File: src/rtl/trig_pkg.sv
`timescale 1ns/1ps
// Shared types for the turn-aligned trigger generator.
package trig_pkg;
    // Sequencer states: idle, waiting for start-of-cycle, counting delay, waiting for turn/sample alignment
    typedef enum logic [1:0] {
        SEQ_IDLE  = 2'd0,
        SEQ_WAIT  = 2'd1,
        SEQ_COUNT = 2'd2,
        SEQ_ALIGN = 2'd3
    } seq_state_t;
endpackage

File: src/rtl/tick_src_sel.sv
`timescale 1ns/1ps
// Picks the tick stream used for delay and period counting.
// Assumes both tick inputs are single-cycle pulses synchronous to clk.
module tick_src_sel (
    input  logic sel_i,
    input  logic ms_tick_i,
    input  logic turn_tick_i,
    output logic tick_o
);
    // Select turn ticks when sel_i is high, millisecond ticks otherwise
    always_comb begin
        tick_o = sel_i ? turn_tick_i : ms_tick_i;
    end
endmodule

File: src/rtl/turn_aligner.sv
`timescale 1ns/1ps
// Fires once an alignment event has been seen while armed, on the first
// sample enable at or after that event. Remembers the event across cycles
// without a sample enable. Assumes arm_i drops or clr_i pulses between uses.
module turn_aligner (
    input  logic clk,
    input  logic rst_n,
    input  logic arm_i,
    input  logic clr_i,
    input  logic hit_i,
    input  logic samp_en_i,
    output logic fire_o
);
    logic seen_q;

    // Fire on a sample enable once the event is present now or was seen before
    always_comb begin
        fire_o = arm_i && samp_en_i && (seen_q || hit_i);
    end

    // Track an event that arrived while armed but before a sample enable
    always_ff @(posedge clk) begin
        if (!rst_n) begin
            seen_q <= 1'b0;
        end else if (!arm_i || clr_i || fire_o) begin
            seen_q <= 1'b0;
        end else if (hit_i) begin
            seen_q <= 1'b1;
        end
    end

    // a pulse only ever leaves on a sample enable
    a_r5_fire_on_samp: assert property (@(posedge clk) disable iff (!rst_n)
        fire_o |-> samp_en_i);

    // the memory of an event only appears after an event while armed
    a_r4_seen_needs_hit: assert property (@(posedge clk) disable iff (!rst_n)
        $rose(seen_q) |-> ($past(hit_i) && $past(arm_i)));
endmodule

File: src/rtl/acq_sequencer.sv
`timescale 1ns/1ps
// Arming, delay counting and repeat control for the acquisition trigger.
// Assumes delay and period inputs are stable from a start until they are used.
module acq_sequencer
    import trig_pkg::*;
#(
    parameter int CNT_W = 16
) (
    input  logic             clk,
    input  logic             rst_n,
    input  logic             samp_en,
    input  logic             turn_tick,
    input  logic             src_tick,
    input  logic             defer_arm,
    input  logic             repeat_en,
    input  logic             sw_start,
    input  logic             sw_stop,
    input  logic             cycle_start,
    input  logic [CNT_W-1:0] delay_i,
    input  logic [CNT_W-1:0] period_i,
    output logic             acq_fire_o
);
    localparam logic [CNT_W-1:0] CNT_ONE = CNT_W'(1);

    seq_state_t       state_q, state_d;
    logic [CNT_W-1:0] cnt_q, cnt_d;
    logic             in_align;
    logic             fire;

    assign in_align = (state_q == SEQ_ALIGN);

    turn_aligner u_align (
        .clk       (clk),
        .rst_n     (rst_n),
        .arm_i     (in_align),
        .clr_i     (1'b0),
        .hit_i     (turn_tick),
        .samp_en_i (samp_en),
        .fire_o    (fire)
    );

    assign acq_fire_o = fire;

    // Next-state and counter decisions, stop overriding everything
    always_comb begin
        state_d = state_q;
        cnt_d   = cnt_q;
        case (state_q)
            SEQ_IDLE: begin
                if (sw_start) begin
                    if (defer_arm) begin
                        state_d = SEQ_WAIT;
                    end else begin
                        state_d = SEQ_COUNT;
                        cnt_d   = delay_i;
                    end
                end
            end
            SEQ_WAIT: begin
                if (cycle_start) begin
                    state_d = SEQ_COUNT;
                    cnt_d   = delay_i;
                end
            end
            SEQ_COUNT: begin
                if (cnt_q == '0 || (src_tick && cnt_q == CNT_ONE)) begin
                    state_d = SEQ_ALIGN;
                    cnt_d   = '0;
                end else if (src_tick) begin
                    cnt_d = cnt_q - CNT_ONE;
                end
            end
            SEQ_ALIGN: begin
                if (fire) begin
                    if (repeat_en) begin
                        state_d = SEQ_COUNT;
                        cnt_d   = period_i;
                    end else begin
                        state_d = SEQ_IDLE;
                    end
                end
            end
            default: state_d = SEQ_IDLE;
        endcase
        if (sw_stop) begin
            state_d = SEQ_IDLE;
            cnt_d   = '0;
        end
    end

    // State and delay counter registers
    always_ff @(posedge clk) begin
        if (!rst_n) begin
            state_q <= SEQ_IDLE;
            cnt_q   <= '0;
        end else begin
            state_q <= state_d;
            cnt_q   <= cnt_d;
        end
    end

    // a stop always leaves the sequencer idle on the next cycle
    a_r9_stop_to_idle: assert property (@(posedge clk) disable iff (!rst_n)
        sw_stop |=> (state_q == SEQ_IDLE));

    // waiting persists until a start-of-cycle pulse or a stop
    a_r3_wait_holds: assert property (@(posedge clk) disable iff (!rst_n)
        (state_q == SEQ_WAIT && !cycle_start && !sw_stop) |=> (state_q == SEQ_WAIT));

    // the delay count only moves on a selected source tick
    a_r1_count_on_tick: assert property (@(posedge clk) disable iff (!rst_n)
        (state_q == SEQ_COUNT && !src_tick && cnt_q != '0 && !sw_stop)
        |=> (state_q == SEQ_COUNT && $stable(cnt_q)));

    // a one-shot trigger returns the sequencer to idle
    a_r7_oneshot_idle: assert property (@(posedge clk) disable iff (!rst_n)
        (fire && !repeat_en && !sw_stop) |=> (state_q == SEQ_IDLE));

    // a start while counting does not reload the count
    a_r10_no_restart: assert property (@(posedge clk) disable iff (!rst_n)
        (state_q == SEQ_COUNT && sw_start && !src_tick && cnt_q != '0 && !sw_stop)
        |=> $stable(cnt_q));
endmodule

File: src/rtl/exc_follower.sv
`timescale 1ns/1ps
// Produces the excitation trigger a programmed number of turns after each
// acquisition trigger, realigned to turn tick and sample enable.
// A new launch replaces an excitation still pending.
module exc_follower #(
    parameter int CNT_W = 16
) (
    input  logic             clk,
    input  logic             rst_n,
    input  logic             samp_en,
    input  logic             turn_tick,
    input  logic             sw_stop,
    input  logic             launch_i,
    input  logic [CNT_W-1:0] turns_i,
    output logic             exc_fire_o
);
    localparam logic [CNT_W-1:0] CNT_ONE = CNT_W'(1);

    logic             pend_q;
    logic [CNT_W-1:0] left_q;
    logic             last_turn;
    logic             align_fire;
    logic             zero_now;

    assign last_turn = pend_q && turn_tick && (left_q == CNT_ONE);
    assign zero_now  = launch_i && (turns_i == '0);

    turn_aligner u_align (
        .clk       (clk),
        .rst_n     (rst_n),
        .arm_i     (pend_q),
        .clr_i     (launch_i),
        .hit_i     (last_turn),
        .samp_en_i (samp_en),
        .fire_o    (align_fire)
    );

    // Zero-turn launches pass straight through; others wait for alignment
    always_comb begin
        exc_fire_o = zero_now || align_fire;
    end

    // Pending flag and remaining turn count
    always_ff @(posedge clk) begin
        if (!rst_n) begin
            pend_q <= 1'b0;
            left_q <= '0;
        end else if (sw_stop) begin
            pend_q <= 1'b0;
            left_q <= '0;
        end else if (launch_i) begin
            pend_q <= (turns_i != '0);
            left_q <= turns_i;
        end else begin
            if (align_fire) begin
                pend_q <= 1'b0;
            end
            if (pend_q && turn_tick && left_q != '0) begin
                left_q <= left_q - CNT_ONE;
            end
        end
    end

    // the remaining turn count only moves on a turn tick
    a_r6_turns_hold: assert property (@(posedge clk) disable iff (!rst_n)
        (pend_q && !turn_tick && !launch_i && !sw_stop) |=> $stable(left_q));

    // a stop cancels any pending excitation
    a_r9_stop_cancels: assert property (@(posedge clk) disable iff (!rst_n)
        sw_stop |=> !pend_q);
endmodule

File: src/rtl/turn_trig_gen.sv
`timescale 1ns/1ps
// Turn-aligned acquisition and excitation trigger generator.
// Assumes all pulse inputs are single-cycle and synchronous to clk, and that
// the count inputs are held stable while a sequence runs.
module turn_trig_gen #(
    parameter int CNT_W = 16
) (
    input  logic             clk,
    input  logic             rst_n,
    input  logic             samp_en,
    input  logic             ms_tick,
    input  logic             turn_tick,
    input  logic             src_sel,
    input  logic             defer_arm,
    input  logic             repeat_en,
    input  logic             sw_start,
    input  logic             sw_stop,
    input  logic             cycle_start,
    input  logic [CNT_W-1:0] acq_delay,
    input  logic [CNT_W-1:0] repeat_period,
    input  logic [CNT_W-1:0] exc_turns,
    output logic             acq_trig,
    output logic             exc_trig
);
    logic src_tick;
    logic acq_fire;
    logic exc_fire;

    tick_src_sel u_src (
        .sel_i       (src_sel),
        .ms_tick_i   (ms_tick),
        .turn_tick_i (turn_tick),
        .tick_o      (src_tick)
    );

    acq_sequencer #(.CNT_W(CNT_W)) u_seq (
        .clk         (clk),
        .rst_n       (rst_n),
        .samp_en     (samp_en),
        .turn_tick   (turn_tick),
        .src_tick    (src_tick),
        .defer_arm   (defer_arm),
        .repeat_en   (repeat_en),
        .sw_start    (sw_start),
        .sw_stop     (sw_stop),
        .cycle_start (cycle_start),
        .delay_i     (acq_delay),
        .period_i    (repeat_period),
        .acq_fire_o  (acq_fire)
    );

    exc_follower #(.CNT_W(CNT_W)) u_exc (
        .clk        (clk),
        .rst_n      (rst_n),
        .samp_en    (samp_en),
        .turn_tick  (turn_tick),
        .sw_stop    (sw_stop),
        .launch_i   (acq_fire),
        .turns_i    (exc_turns),
        .exc_fire_o (exc_fire)
    );

    // Drive the trigger outputs, gated low while reset is held
    always_comb begin
        acq_trig = rst_n && acq_fire;
        exc_trig = rst_n && exc_fire;
    end

    // acquisition pulses are one cycle wide
    a_r5_single_cycle: assert property (@(posedge clk) disable iff (!rst_n)
        acq_trig |=> !acq_trig);

    // zero turns makes excitation coincide with acquisition
    a_r6_zero_coincide: assert property (@(posedge clk) disable iff (!rst_n)
        (acq_trig && exc_turns == '0) |-> exc_trig);

    // nothing fires in the cycle after a stop
    a_r9_quiet_after_stop: assert property (@(posedge clk) disable iff (!rst_n)
        $past(sw_stop) |-> (!acq_trig && !exc_trig));

    // outputs stay low during reset
    a_r11_reset_quiet: assert property (@(posedge clk)
        !rst_n |-> (!acq_trig && !exc_trig));
endmodule

File: config.mk
export PLATFORM = sky130hd
export DESIGN_NAME = turn_trig_gen
export DESIGN_NICKNAME = d
export VERILOG_FILES = /design/src/rtl/trig_pkg.sv /design/src/rtl/tick_src_sel.sv /design/src/rtl/turn_aligner.sv /design/src/rtl/acq_sequencer.sv /design/src/rtl/exc_follower.sv /design/src/rtl/turn_trig_gen.sv
export SDC_FILE = /design/constraint.sdc
export NUM_CORES = 1
export LEC_CHECK = 0
export BUFFER_PORTS_ARGS = -buffer_cell sky130_fd_sc_hd__buf_2
export CORE_UTILIZATION = 50
export CTS_CLUSTER_SIZE = 30
export DETAILED_ROUTE_END_ITERATION = 8
export PLACE_DENSITY = 0.83
export SETUP_SLACK_MARGIN = 0.3
export SLEW_MARGIN = 40
export SYNTH_ARGS = -nofsm -noshare
export SYNTH_HDL_FRONTEND = slang
export SYNTH_SLANG_ARGS = --single-unit
File: constraint.sdc
create_clock -name clk -period 2.7 [get_ports clk]
set_clock_uncertainty 0.05 [all_clocks]
set_input_delay 0.54 -clock clk [delete_from_list [all_inputs] [get_ports clk]]
set_output_delay 0.54 -clock clk [all_outputs]
set_load 0.1 [all_outputs]
Yosys cells after proc, flatten, opt, wreduce, memory -nomap -nowiden
Cells that the tools add are included.
Widths: inputs -> output; s select.
{"block": "word_totals", "regBits": 37, "word_cells": 73}
{"block": "op_classes", "n_addsub": 2, "eq_ne": 12, "muxes": 20, "bitwise": 1, "n_reduce_logical": 32}
{"operator": "$mux 16", "n": 9}
{"operator": "$pmux 16 s4", "n": 1}
{"operator": "$eq 16x1->1 const B", "n": 2}
{"operator": "$logic_not 16->1", "n": 2}
{"operator": "$reduce_bool 16->1", "n": 2}
{"operator": "$sub 16x1->16 const B", "n": 2}
{"operator": "$mux 2", "n": 6}
{"operator": "$logic_and 1x1->1", "n": 11}
{"operator": "$ne 2x2->1 const B", "n": 5}
{"operator": "$pmux 2 s4", "n": 1}
{"operator": "$logic_or 1x1->1", "n": 7}
{"operator": "$reduce_and 6->1", "n": 1}
{"operator": "$reduce_or 2->1", "n": 3}
{"operator": "$eq 2x2->1 const B", "n": 2}
{"operator": "$reduce_and 4->1", "n": 1}
{"operator": "$reduce_bool 2->1", "n": 2}
{"operator": "$mux 1", "n": 3}
{"operator": "$ne 3x1->1 const B", "n": 1}
{"operator": "$eq 2x1->1 const B", "n": 1}
{"operator": "$logic_not 1->1", "n": 2}
{"operator": "$logic_not 2->1", "n": 1}
{"operator": "$ne 2x1->1 const B", "n": 1}
{"operator": "$not 1->1", "n": 1}

Depth between registers and ports, before layout
Gate-level depths: netlist of the first run.
{"block": "logic_depth", "word_depth": 6, "mapped_depth": 8, "mapped_depth_nobuf": 8}

By module
A second synthesis of the first run with hierarchy kept.
{"block": "hier_totals", "cells_unflattened": 362, "hier_area_um2": 2805.2}
{"module": "acq_sequencer", "instances": 1, "cells_each": 207, "area_each_um2": 1570.3}
{"module": "exc_follower", "instances": 1, "cells_each": 142, "area_each_um2": 1104.8}
{"module": "turn_aligner", "instances": 2, "cells_each": 5, "area_each_um2": 51.3}
{"module": "tick_src_sel", "instances": 1, "cells_each": 1, "area_each_um2": 15.0}
{"module": "turn_trig_gen", "instances": 1, "cells_each": 2, "area_each_um2": 12.5}

Worst setup path before layout of the first run
OpenSTA, ideal clock, no wires.
{"block": "synth_path", "path_kind": "register to output", "start": "reg u_exc.left_q[8]", "end": "out exc_trig", "arrival_time_ps": 2819, "required_ps": 2110, "path_slack_ps": -709, "path_stages_with_launch": 7, "path_cell_list": "dfxtp_1 or4_1 buf_6 nor3_1 a32o_1 a21oi_1 nor2b_1"}
{"block": "synth_via", "elab_chain_cells": 6}
{"item": "from (decl)", "line": "exc_follower.sv:20", "rtl": "logic [CNT_W-1:0] left_q;"}
{"item": "from (signal assigned)", "line": "exc_follower.sv:53", "rtl": "left_q <= turns_i;"}
{"item": "from (signal assigned)", "line": "exc_follower.sv:59", "rtl": "left_q <= left_q - CNT_ONE;"}
{"item": "$eq 16x1->1", "line": "exc_follower.sv:25", "rtl": "assign last_turn = pend_q && turn_tick && (left_q == CNT_ONE);"}
{"item": "$logic_and 1x1->1", "line": "exc_follower.sv:25"}
{"item": "$logic_or 1x1->1", "line": "turn_aligner.sv:18", "rtl": "fire_o = arm_i && samp_en_i && (seen_q || hit_i);"}
{"item": "$logic_and 1x1->1", "line": "turn_aligner.sv:18"}
{"item": "$logic_or 1x1->1", "line": "exc_follower.sv:40", "rtl": "exc_fire_o = zero_now || align_fire;"}
{"item": "$logic_and 1x1->1", "line": "turn_trig_gen.sv:66", "rtl": "exc_trig = rst_n && exc_fire;"}
{"item": "to (decl)", "line": "turn_trig_gen.sv:23", "rtl": "output logic exc_trig"}
Every way passes these cells.

Final worst setup path of the first run
{"block": "layout_path", "start": "reg u_exc.left_q[4]", "end": "out exc_trig"}
Same word-level chain as after synthesis.

==> results of run 1 <==
-- cell families (layout without fill, tap and decap cells) --
kind of cell / after synthesis / after routing / share of synthesized area, %
adder cells (fa/ha/maj): 5 / 5 / 2.54
AND/OR/NAND/NOR: 115 / 115 / 26.4
AO/OA/AOI/OAI: 90 / 90 / 25.2
multiplexers: 3 / 3 / 1.27
buffers and inverters: 28 / 90 / 5.24
XOR/XNOR: 26 / 26 / 9.25
flip-flops: 37 / 37 / 30.1
-- critical path: cells and delay by family, from the launching register on --
| family | cells | cell delay [ps] |
|---|---|---|
| flip-flops | 1 | 350 |
| buffers and inverters | 1 | 180 |
| AO/OA/AOI/OAI | 2 | 290 |
| AND/OR/NAND/NOR | 3 | 880 |
-- metal layers --
metal	vias up	track usage (%)	wire [um]
li1	1245	-	-
met3	7	5.28	425
met4	0	7.19	68
met5	-	0	0
met2	86	42.9	3110
met1	1165	30.7	2640
-- sequential cells by signal (all words and copies together) (netlist names) --
| signal | cells |
|---|---|
| u_seq.state_q | 2 |
| u_seq.u_align.seen_q | 1 |
| u_exc.pend_q | 1 |
| u_exc.u_align.seen_q | 1 |
| u_seq.cnt_q | 16 |
| u_exc.left_q | 16 |
-- synthesized netlist by cell type (4+ instances only) --
library cell	number
xor2_1	12
dfxtp_1	37
o21ai_0	22
or2_2	11
ha_1	5
nor2b_1	4
nand3_1	9
nor2_1	18
a32o_1	13
o311ai_0	12
nor4_1	8
nand2_1	29
inv_1	10
clkbuf_1	11
nor3_1	9
xnor2_1	14
a21oi_1	22
buf_2	4
-- power groups by stage --
| stage | registers (mW) | clock network [mW] | logic, mW |
|---|---|---|---|
| finish | 0.572 | 0.391 | 0.303 |
| global route | 0.574 | 0.425 | 0.338 |
| CTS | 0.572 | 0.397 | 0.300 |
| detailed placement | 0.585 | 0 | 0.296 |
| global placement | 0.584 | 0 | 0.294 |
| floorplan | 0.581 | 0 | 0.190 |
-- metrics by stage --
step / instance area (um2) / worst slack, ps / util [%] / cells
after floorplan: 2500 / 271 / - / 304
after global placement: 2890 / 336 / 61.2 / 422
after detailed placement: 2890 / 325 / 61.2 / 422
after CTS: 2980 / 121 / 63.1 / 429
after global routing: 3020 / 65.3 / 63.9 / 433
final: 3020 / 127 / 63.9 / 433
-- layout make-up --
class	instances	area, um2
well taps	67	83.8
fillers	394	1710
flip-flops and latches	37	743
multi-input cells	239	1640
repair buffers	73	428
clock buffers	7	86.3
inverters	10	37.5
-- worst min path at each step --
| stage | from | end | cells after the start |
|---|---|---|---|
| 3_3_place_gp | u_exc.pend_q | u_exc.u_align.seen_q | 1 |
| 6_report | samp_en | u_exc.u_align.seen_q | 2 |
| 3_5_place_dp | u_exc.pend_q | u_exc.u_align.seen_q | 1 |
| 4_1_cts | samp_en | u_exc.u_align.seen_q | 2 |
| 5_1_grt | samp_en | u_exc.u_align.seen_q | 2 |
| 2_1_floorplan | u_exc.pend_q | u_exc.u_align.seen_q | 1 |
-- what timing repair did --
item	CTS	global route
resized for setup	1	3
hold buffers	0	0
setup buffers	0	4
pin swaps	0	5
setup endpoints to repair	1	13
hold endpoints to repair	0	0
==> results.sh, run 1 <==
export IMPL_clkSlewWorstSetupHoldPaths_ps=70
export IMPL_sw_frac_of_total_pct=28.9
export IMPL_fmax_ghz=0.389
export IMPL_ant_nets=0
export IMPL_ir_drop_v=0.000207
export IMPL_overflow=0
export IMPL_fin_setup_tns_ps=0
export IMPL_fin_nets=430
export IMPL_ys_flop_type="dfxtp_1"
export IMPL_timing_hold_violations_final=0
export IMPL_synth_top_cell_by_area="dfxtp_1"
export IMPL_clock_path_buffers=2
export IMPL_leakage_nw=1.20
export IMPL_switching_power_mw=0.366
export IMPL_die_w_um=72.2
export IMPL_grt_usage_pct=24.7
export IMPL_cp_end_kind="output port"
export IMPL_drt_total_wl_mm=6.24
export IMPL_grt_pass1_vias=2264
export IMPL_syn_nets=368
export IMPL_cap_violations=0
export IMPL_drtIter0Drc=159
export IMPL_syn_area_um2=2460
export IMPL_fp_row_count=25
export IMPL_place_hpwl_mm=4.46
export IMPL_synth_distinct_cells=55
export IMPL_crit_path_max_incr_delay_ps=560
export IMPL_crit_fanout=3
export IMPL_crit_chain="or4_4, nor4_4, a32o_2, a21oi_2, nor2b_4, buf_12"
export IMPL_start_util_pct=52.1
export IMPL_max_slew_margin_pct=44.6
export IMPL_antenna_found_initial=0
export IMPL_synth_edff_count=0
export IMPL_vias=2503
export IMPL_critPathLaunch="u_exc.left_q[4]"
export IMPL_cts_tree="built"
export IMPL_ys_seq_elements=37
export IMPL_drc_errors=0
export IMPL_setup_viol=0
export IMPL_yosys_warnings=0
export IMPL_area_growth_pct=22.6
export IMPL_gp_congestion=0.804
export IMPL_critical_path_class="flop to output port"
export IMPL_endpoint="exc_trig"
export IMPL_layout_common_cells="buf_2, dfxtp_1, nand2_1"
export IMPL_period_share_pct=95.3
export IMPL_portBuffers=60
export IMPL_netlist_instances=304
export IMPL_via_per_inst=5.78
export IMPL_cts_sinks=37
export IMPL_grt_max_degree=44
export IMPL_reg2regPathDepth=7
export IMPL_synth_async_sr_flop_share_pct=0
export IMPL_cp_slowest_cell="or4_4"
export IMPL_maxSlewViolCount=0
export IMPL_detail_route_first_pass_iterations=4
export IMPL_core_area_um2=4720
export IMPL_netlist_area_leader_share_pct=30.1
export IMPL_hold_ws_ps=440
export IMPL_seq_power_share_pct=45.2
export IMPL_worstMarginPinSlew_ps=831
export IMPL_rsz0062_at_grt="yes"
export IMPL_required_ps=2110
export IMPL_ys_seq_area_share_pct=30.1
export IMPL_final_common_cell="buf_2"
export IMPL_power_share_clock_pct=30.9
export IMPL_wl_per_cell_um=14.4
export IMPL_power_share_combinational_pct=23.9
export IMPL_diodes=0
export IMPL_cp_data_arrival_time_ps=1980
export IMPL_intPower_mw=0.901
export IMPL_total_power_mw=1.27
export IMPL_cts_root_buf="clkbuf_8"
export IMPL_power_density_nw_per_um2=420
export IMPL_grt_pass1_wl_mm=10.2
export IMPL_start_kind="flop"
export IMPL_reg2reg_to="u_exc.left_q[11]"
export IMPL_r2r_slack_ps=190
export IMPL_period_minus_slack_ps=2570
export IMPL_avgSynthCellArea_um2=8.10
export IMPL_cts_max_level=2
export IMPL_outcome="finished clean"
export IMPL_clkLatencyLatePin_ps=290
export IMPL_die_y_um=72.2
export IMPL_synth_area_leaders="dfxtp_1, a32o_1, xnor2_1"
export IMPL_boundaryPins=61
export IMPL_dieArea_um2=5210
export IMPL_layout_drive_gt1_share_pct=30.1
export IMPL_r2r_start="u_exc.left_q[4]"
export IMPL_cts_buffers=5
export IMPL_hold_class="input pin to flop"
Power figures use the tool's default switching activity.
==> run 2, diff against run 1 <==
--- a/config.mk
+++ b/config.mk
@@ -6,6 +6,7 @@
 export NUM_CORES = 1
 export LEC_CHECK = 0
 export BUFFER_PORTS_ARGS = -buffer_cell sky130_fd_sc_hd__buf_2
+export CORE_MARGIN = 2
 export CORE_UTILIZATION = 50
 export CTS_CLUSTER_SIZE = 30
 export DETAILED_ROUTE_END_ITERATION = 8
==> run 2 against run 1 <==
Against the previous run: global-route usage is 1.0 points lower; combinational power is essentially flat; non-clock buffer count is 1 higher; critical path type unchanged; die area rose by 5.6%; via count is 1.8% higher; flip-flop and latch count did not move; critical endpoint unchanged.
==> results.sh, run 2 (synthesized netlist as in run 1, its figures left out) <==
export IMPL_outcome="finished clean"
export IMPL_power_density_nw_per_um2=432
export IMPL_drc_errors=0
export IMPL_layout_drive_gt1_share_pct=31.3
export IMPL_hold_class="input pin to flop"
export IMPL_cts_root_buf="clkbuf_8"
export IMPL_detail_route_first_pass_iterations=4
export IMPL_area_growth_pct=23.7
export IMPL_gp_congestion=0.890
export IMPL_reg2reg_to="u_exc.left_q[11]"
export IMPL_top_regs="u_exc.left_q: 16 flops, u_seq.cnt_q: 16 flops, u_seq.state_q: 2 flops"
export IMPL_die_y_um=74.2
export IMPL_holdCritStartpoint="samp_en"
export IMPL_antenna_found_initial=0
export IMPL_drt_total_wl_mm=6.37
export IMPL_cp_end_kind="output port"
export IMPL_cts_sinks=37
export IMPL_critical_path_class="flop to output port"
export IMPL_ctsHoldBuffers=0
export IMPL_clkLatencyLatePin_ps=300
export IMPL_core_area_um2=4720
export IMPL_place_hpwl_mm=4.46
export IMPL_whs_endpoint="u_exc.u_align.seen_q"
export IMPL_reg2regPathDepth=6
export IMPL_cap_violations=0
export IMPL_drtIter0Drc=221
export IMPL_die_w_um=74.2
export IMPL_leakage_nw=1.21
export IMPL_wl_per_cell_um=14.7
export IMPL_grt_usage_pct=23.7
export IMPL_grt_pass1_wl_mm=10.2
export IMPL_clock_path_buffers=2
export IMPL_setup_viol=0
export IMPL_period_share_pct=96.3
export IMPL_cts_tree="built"
export IMPL_hold_path_depth=2
export IMPL_via_per_inst=5.86
export IMPL_rsz0062_at_grt="yes"
export IMPL_crit_fanout=4
export IMPL_fin_setup_tns_ps=0
export IMPL_period_minus_slack_ps=2600
export IMPL_utilization_pct=64.5
export IMPL_r2r_slack_ps=250
export IMPL_grt_pass1_vias=2231
export IMPL_cts_buffers=5
export IMPL_fin_nets=431
export IMPL_maxSlewViolCount=0
export IMPL_timing_hold_violations_final=0
export IMPL_dieArea_um2=5500
export IMPL_layout_common_cells="buf_2, dfxtp_1, nand2_1"
export IMPL_r2r_start="u_exc.left_q[5]"
export IMPL_max_slew_margin_pct=50.9
export IMPL_boundaryPins=61
export IMPL_clkSlewWorstSetupHoldPaths_ps=80
export IMPL_ant_nets=0
export IMPL_fp_row_count=25
export IMPL_final_common_cell="buf_2"
export IMPL_grt_max_degree=44
export IMPL_required_ps=2110
export IMPL_portBuffers=60
export IMPL_ir_drop_v=0.000257
export IMPL_start_kind="flop"
export IMPL_hold_ws_ps=421
export IMPL_cp_data_arrival_time_ps=2010
export IMPL_fmax_ghz=0.385
export IMPL_diodes=0
export IMPL_start_util_pct=52.1
export IMPL_vias=2549
export IMPL_worstMarginPinSlew_ps=736
export IMPL_cts_max_level=2
export IMPL_overflow=0
[run 2: cell type report]
class	instances	area (um2)
clock inverter	1	5.00
timing repair buffer	74	435
clock buffer	7	96.3
inverter	10	37.5
tap	67	83.8
sequential	37	746
multi-input combinational	239	1640
fill	405	1680
[run 2: report_power, final]
part	switching [mW]	total (mW)	internal (mW)
Combinational	0.162	0.303	0.140
Sequential	0.0145	0.572	0.558
Clock	0.209	0.440	0.231
[run 2: how the worst max path moves through the flow]
stage	slack (ps)	startpoint	depth (start not counted)	endpoint
6_report	100	u_exc.left_q[5]	6	exc_trig
5_1_grt	40	u_exc.left_q[5]	6	exc_trig
4_1_cts	90	u_exc.left_q[5]	6	exc_trig
3_5_place_dp	290	exc_turns[10]	7	exc_trig
3_3_place_gp	290	exc_turns[10]	7	exc_trig
2_1_floorplan	270	u_exc.left_q[9]	6	exc_trig
[run 2: worst max-delay path: stages (launching register included)]
cell	delay (ps)
dfxtp_2	330
or4_4	580
nor4_4	200
a32o_1	220
a21oi_2	80
nor2b_4	130
buf_12	180
[run 2: metrics by stage]
stage                     power [mW]  instances  instance area (um2)  setup slack, ps
after floorplan                0.771        304                 2500              271
final                           1.31        435                 3050              101
after global placement         0.877        422                 2890              289
after global routing            1.38        435                 3050             39.5
after detailed placement       0.880        422                 2890              292
after CTS                       1.31        430                 3000             92.5
[run 2: what timing repair did]
| action | 4_1_cts | 5_1_grt |
|---|---|---|
| hold endpoints to repair | 0 | 0 |
| setup endpoints to repair | 2 | 11 |
| resized for setup | 1 | 5 |
| pin swaps | 1 | 5 |
| setup buffers | 0 | 5 |
[run 2: metal layers]
| layer | vias up | track usage, % | part of all wire [%] |
|---|---|---|---|
| li1 | 1256 | - | - |
| met1 | 1191 | 30.0 | 43 |
| met2 | 89 | 39.4 | 49 |
| met3 | 13 | 5.42 | 6.5 |
| met4 | 0 | 8.69 | 1.6 |
| met5 | - | 0 | 0 |
==> run 3, diff against run 2 <==
--- a/config.mk
+++ b/config.mk
@@ -7,8 +7,8 @@
 export LEC_CHECK = 0
 export BUFFER_PORTS_ARGS = -buffer_cell sky130_fd_sc_hd__buf_2
 export CORE_MARGIN = 2
-export CORE_UTILIZATION = 50
-export CTS_CLUSTER_SIZE = 30
+export CORE_UTILIZATION = 48
+export CTS_CLUSTER_SIZE = 28
 export DETAILED_ROUTE_END_ITERATION = 8
 export PLACE_DENSITY = 0.83
 export SETUP_SLACK_MARGIN = 0.3
==> constraint.sdc (replaced) <==
create_clock -name clk -period 2.2 [get_ports clk]
set_clock_uncertainty 0.05 [all_clocks]
set_input_delay 0.44 -clock clk [delete_from_list [all_inputs] [get_ports clk]]
set_output_delay 0.44 -clock clk [all_outputs]
set_load 0.1 [all_outputs]
==> run 3 against run 2 <==
Against the previous run: the run now ends with setup timing left; die area is 3.9% higher; critical path type unchanged; wire length is 30% higher; register-to-register slack worse by 490 ps; largest power group unchanged; hold slack worse by 81 ps; sequential share of layout area is 3.7 points lower; highest routed layer unchanged.
==> results.sh, run 3 (synthesized netlist as in run 1, its figures left out) <==
export IMPL_start_util_pct=48.8
export IMPL_wl_per_cell_um=17.6
export IMPL_cp_data_arrival_time_ps=2050
export IMPL_vias=2901
export IMPL_cp_slowest_cell="or4_4"
export IMPL_die_y_um=75.6
export IMPL_clkSlewWorstSetupHoldPaths_ps=70
export IMPL_area_growth_pct=47.9
export IMPL_design_area_um2=3640
export IMPL_setup_ws_ps=-342
export IMPL_cp_end_kind="output port"
export IMPL_holdCritStartpoint="samp_en"
export IMPL_fillerInstances=337
export IMPL_drt_total_wl_mm=8.26
export IMPL_leakage_nw=1.42
export IMPL_hold_class="input pin to flop"
export IMPL_r2r_start="u_exc.left_q[5]"
export IMPL_portBuffers=60
export IMPL_layout_drive_gt1_share_pct=45.1
export IMPL_grt_pass1_wl_mm=11.8
export IMPL_crit_path_max_incr_delay_ps=550
export IMPL_placed_cell_area_um2=3080
export IMPL_clock_path_buffers=2
export IMPL_crit_chain="or4_4, buf_6, nor4_4, a32o_2, a21oi_2, nor2b_4, buf_12"
export IMPL_total_power_mw=1.76
export IMPL_hold_path_depth=2
export IMPL_layout_common_cells="buf_2, buf_4, dfxtp_1"
export IMPL_grt_pass1_vias=2576
export IMPL_grt_usage_pct=27.0
export IMPL_ir_drop_v=0.000363
export IMPL_layout_cells_non_filler=469
export IMPL_outcome="finished with violations"
export IMPL_period_share_pct=116
export IMPL_required_ps=1710
export IMPL_place_hpwl_mm=4.80
export IMPL_cts_max_level=2
export IMPL_placed_cells=439
export IMPL_grt_max_degree=39
export IMPL_start_kind="flop"
export IMPL_rsz0062_at_grt="yes"
export IMPL_detail_route_first_pass_iterations=5
export IMPL_period_minus_slack_ps=2540
export IMPL_overflow=0
export IMPL_clkLatencyLatePin_ps=290
export IMPL_cts_sinks=37
export IMPL_boundaryPins=61
export IMPL_top_regs="u_exc.left_q: 16 flops, u_seq.cnt_q: 16 flops, u_seq.state_q: 2 flops"
export IMPL_core_area_um2=5040
export IMPL_reg2regPathDepth=6
export IMPL_fp_row_count=26
export IMPL_maxSlewViolCount=0
export IMPL_via_per_inst=6.19
export IMPL_max_slew_margin_pct=64.3
export IMPL_final_common_cell="buf_2"
export IMPL_drtIter0Drc=148
export IMPL_fin_nets=462
export IMPL_crit_fanout=2
export IMPL_gp_congestion=0.876
export IMPL_power_density_nw_per_um2=484
export IMPL_die_w_um=75.6
export IMPL_setup_viol=5
export IMPL_whs_endpoint="u_seq.u_align.seen_q"
export IMPL_violations="setup timing"
export IMPL_drc_errors=0
export IMPL_r2r_slack_ps=-240
export IMPL_reg2reg_to="u_exc.left_q[11]"
export IMPL_critical_path_class="flop to output port"
export IMPL_fmax_ghz=0.393
export IMPL_cts_buffers=5
export IMPL_diodes=0
export IMPL_cts_root_buf="clkbuf_8"
export IMPL_cap_violations=0
export IMPL_timing_hold_violations_final=0
export IMPL_cts_tree="built"
export IMPL_worstMarginPinSlew_ps=535
export IMPL_ant_nets=0
export IMPL_dieArea_um2=5720
export IMPL_antenna_found_initial=0
run 3: metrics by stage:
step	setup TNS [ps]	hold WS, ps	util (%)	setup WS, ps
after floorplan	-217	416	-	-128
after global placement	-457	435	61.0	-44.8
after detailed placement	-1090	445	61.0	-89.6
after CTS	-497	328	67.4	-331
after global routing	-1450	338	72.2	-423
final	-1050	340	72.2	-342
run 3: cell type report:
| class | instances | area [um2] | area share [%] |
|---|---|---|---|
| Multi-Input combinational cell | 241 | 1960 | 53.9 |
| Timing Repair Buffer | 103 | 717 | 19.7 |
| Tap cell | 70 | 87.6 | 2.41 |
| Clock buffer | 8 | 80.1 | 2.20 |
| Inverter | 10 | 37.5 | 1.03 |
| Sequential cell | 37 | 757 | 20.8 |
run 3: how the worst max path moves through the flow:
stage                          from               end  slack, ps  depth (start not counted)
floorplan           u_exc.left_q[9]          exc_trig       -130                          6
global placement    u_exc.left_q[5]  u_exc.left_q[11]        -40                          6
detailed placement  u_seq.cnt_q[10]    u_seq.cnt_q[8]        -90                          6
CTS                 u_exc.left_q[5]          exc_trig       -330                          7
global route        u_exc.left_q[5]          exc_trig       -420                          7
finish              u_exc.left_q[5]          exc_trig       -340                          7
run 3: repair_timing:
item,4_1_cts,5_1_grt
cloned,1,2
pin swaps,23,46
buffers inserted,13,6
gates resized for setup,29,40
hold buffers,0,0
endpoints found under the setup margin,34,35
run 3: power by group:
part	internal (mW)	total [mW]	switching [mW]
logic	0.291	0.590	0.299
registers	0.684	0.706	0.0216
clock network	0.225	0.465	0.240
total	1.20	1.76	0.560
run 3: metal layers:
metal	part of all wire (%)	vias to the layer above	routed length (um)	global-route usage [%]
met5	0	-	0	0
met4	3.2	0	262	8.77
met3	6.8	35	559	4.76
met2	53	160	4350	49.0
met1	37	1382	3090	32.1
li1	-	1324	-	-
run 3: worst max-delay path, delay by kind of cell (launching register included):
family / cells / cell delay [ps]
flip-flops: 1 / 320
AO/OA/AOI/OAI: 2 / 310
buffers and inverters: 2 / 320
AND/OR/NAND/NOR: 3 / 820
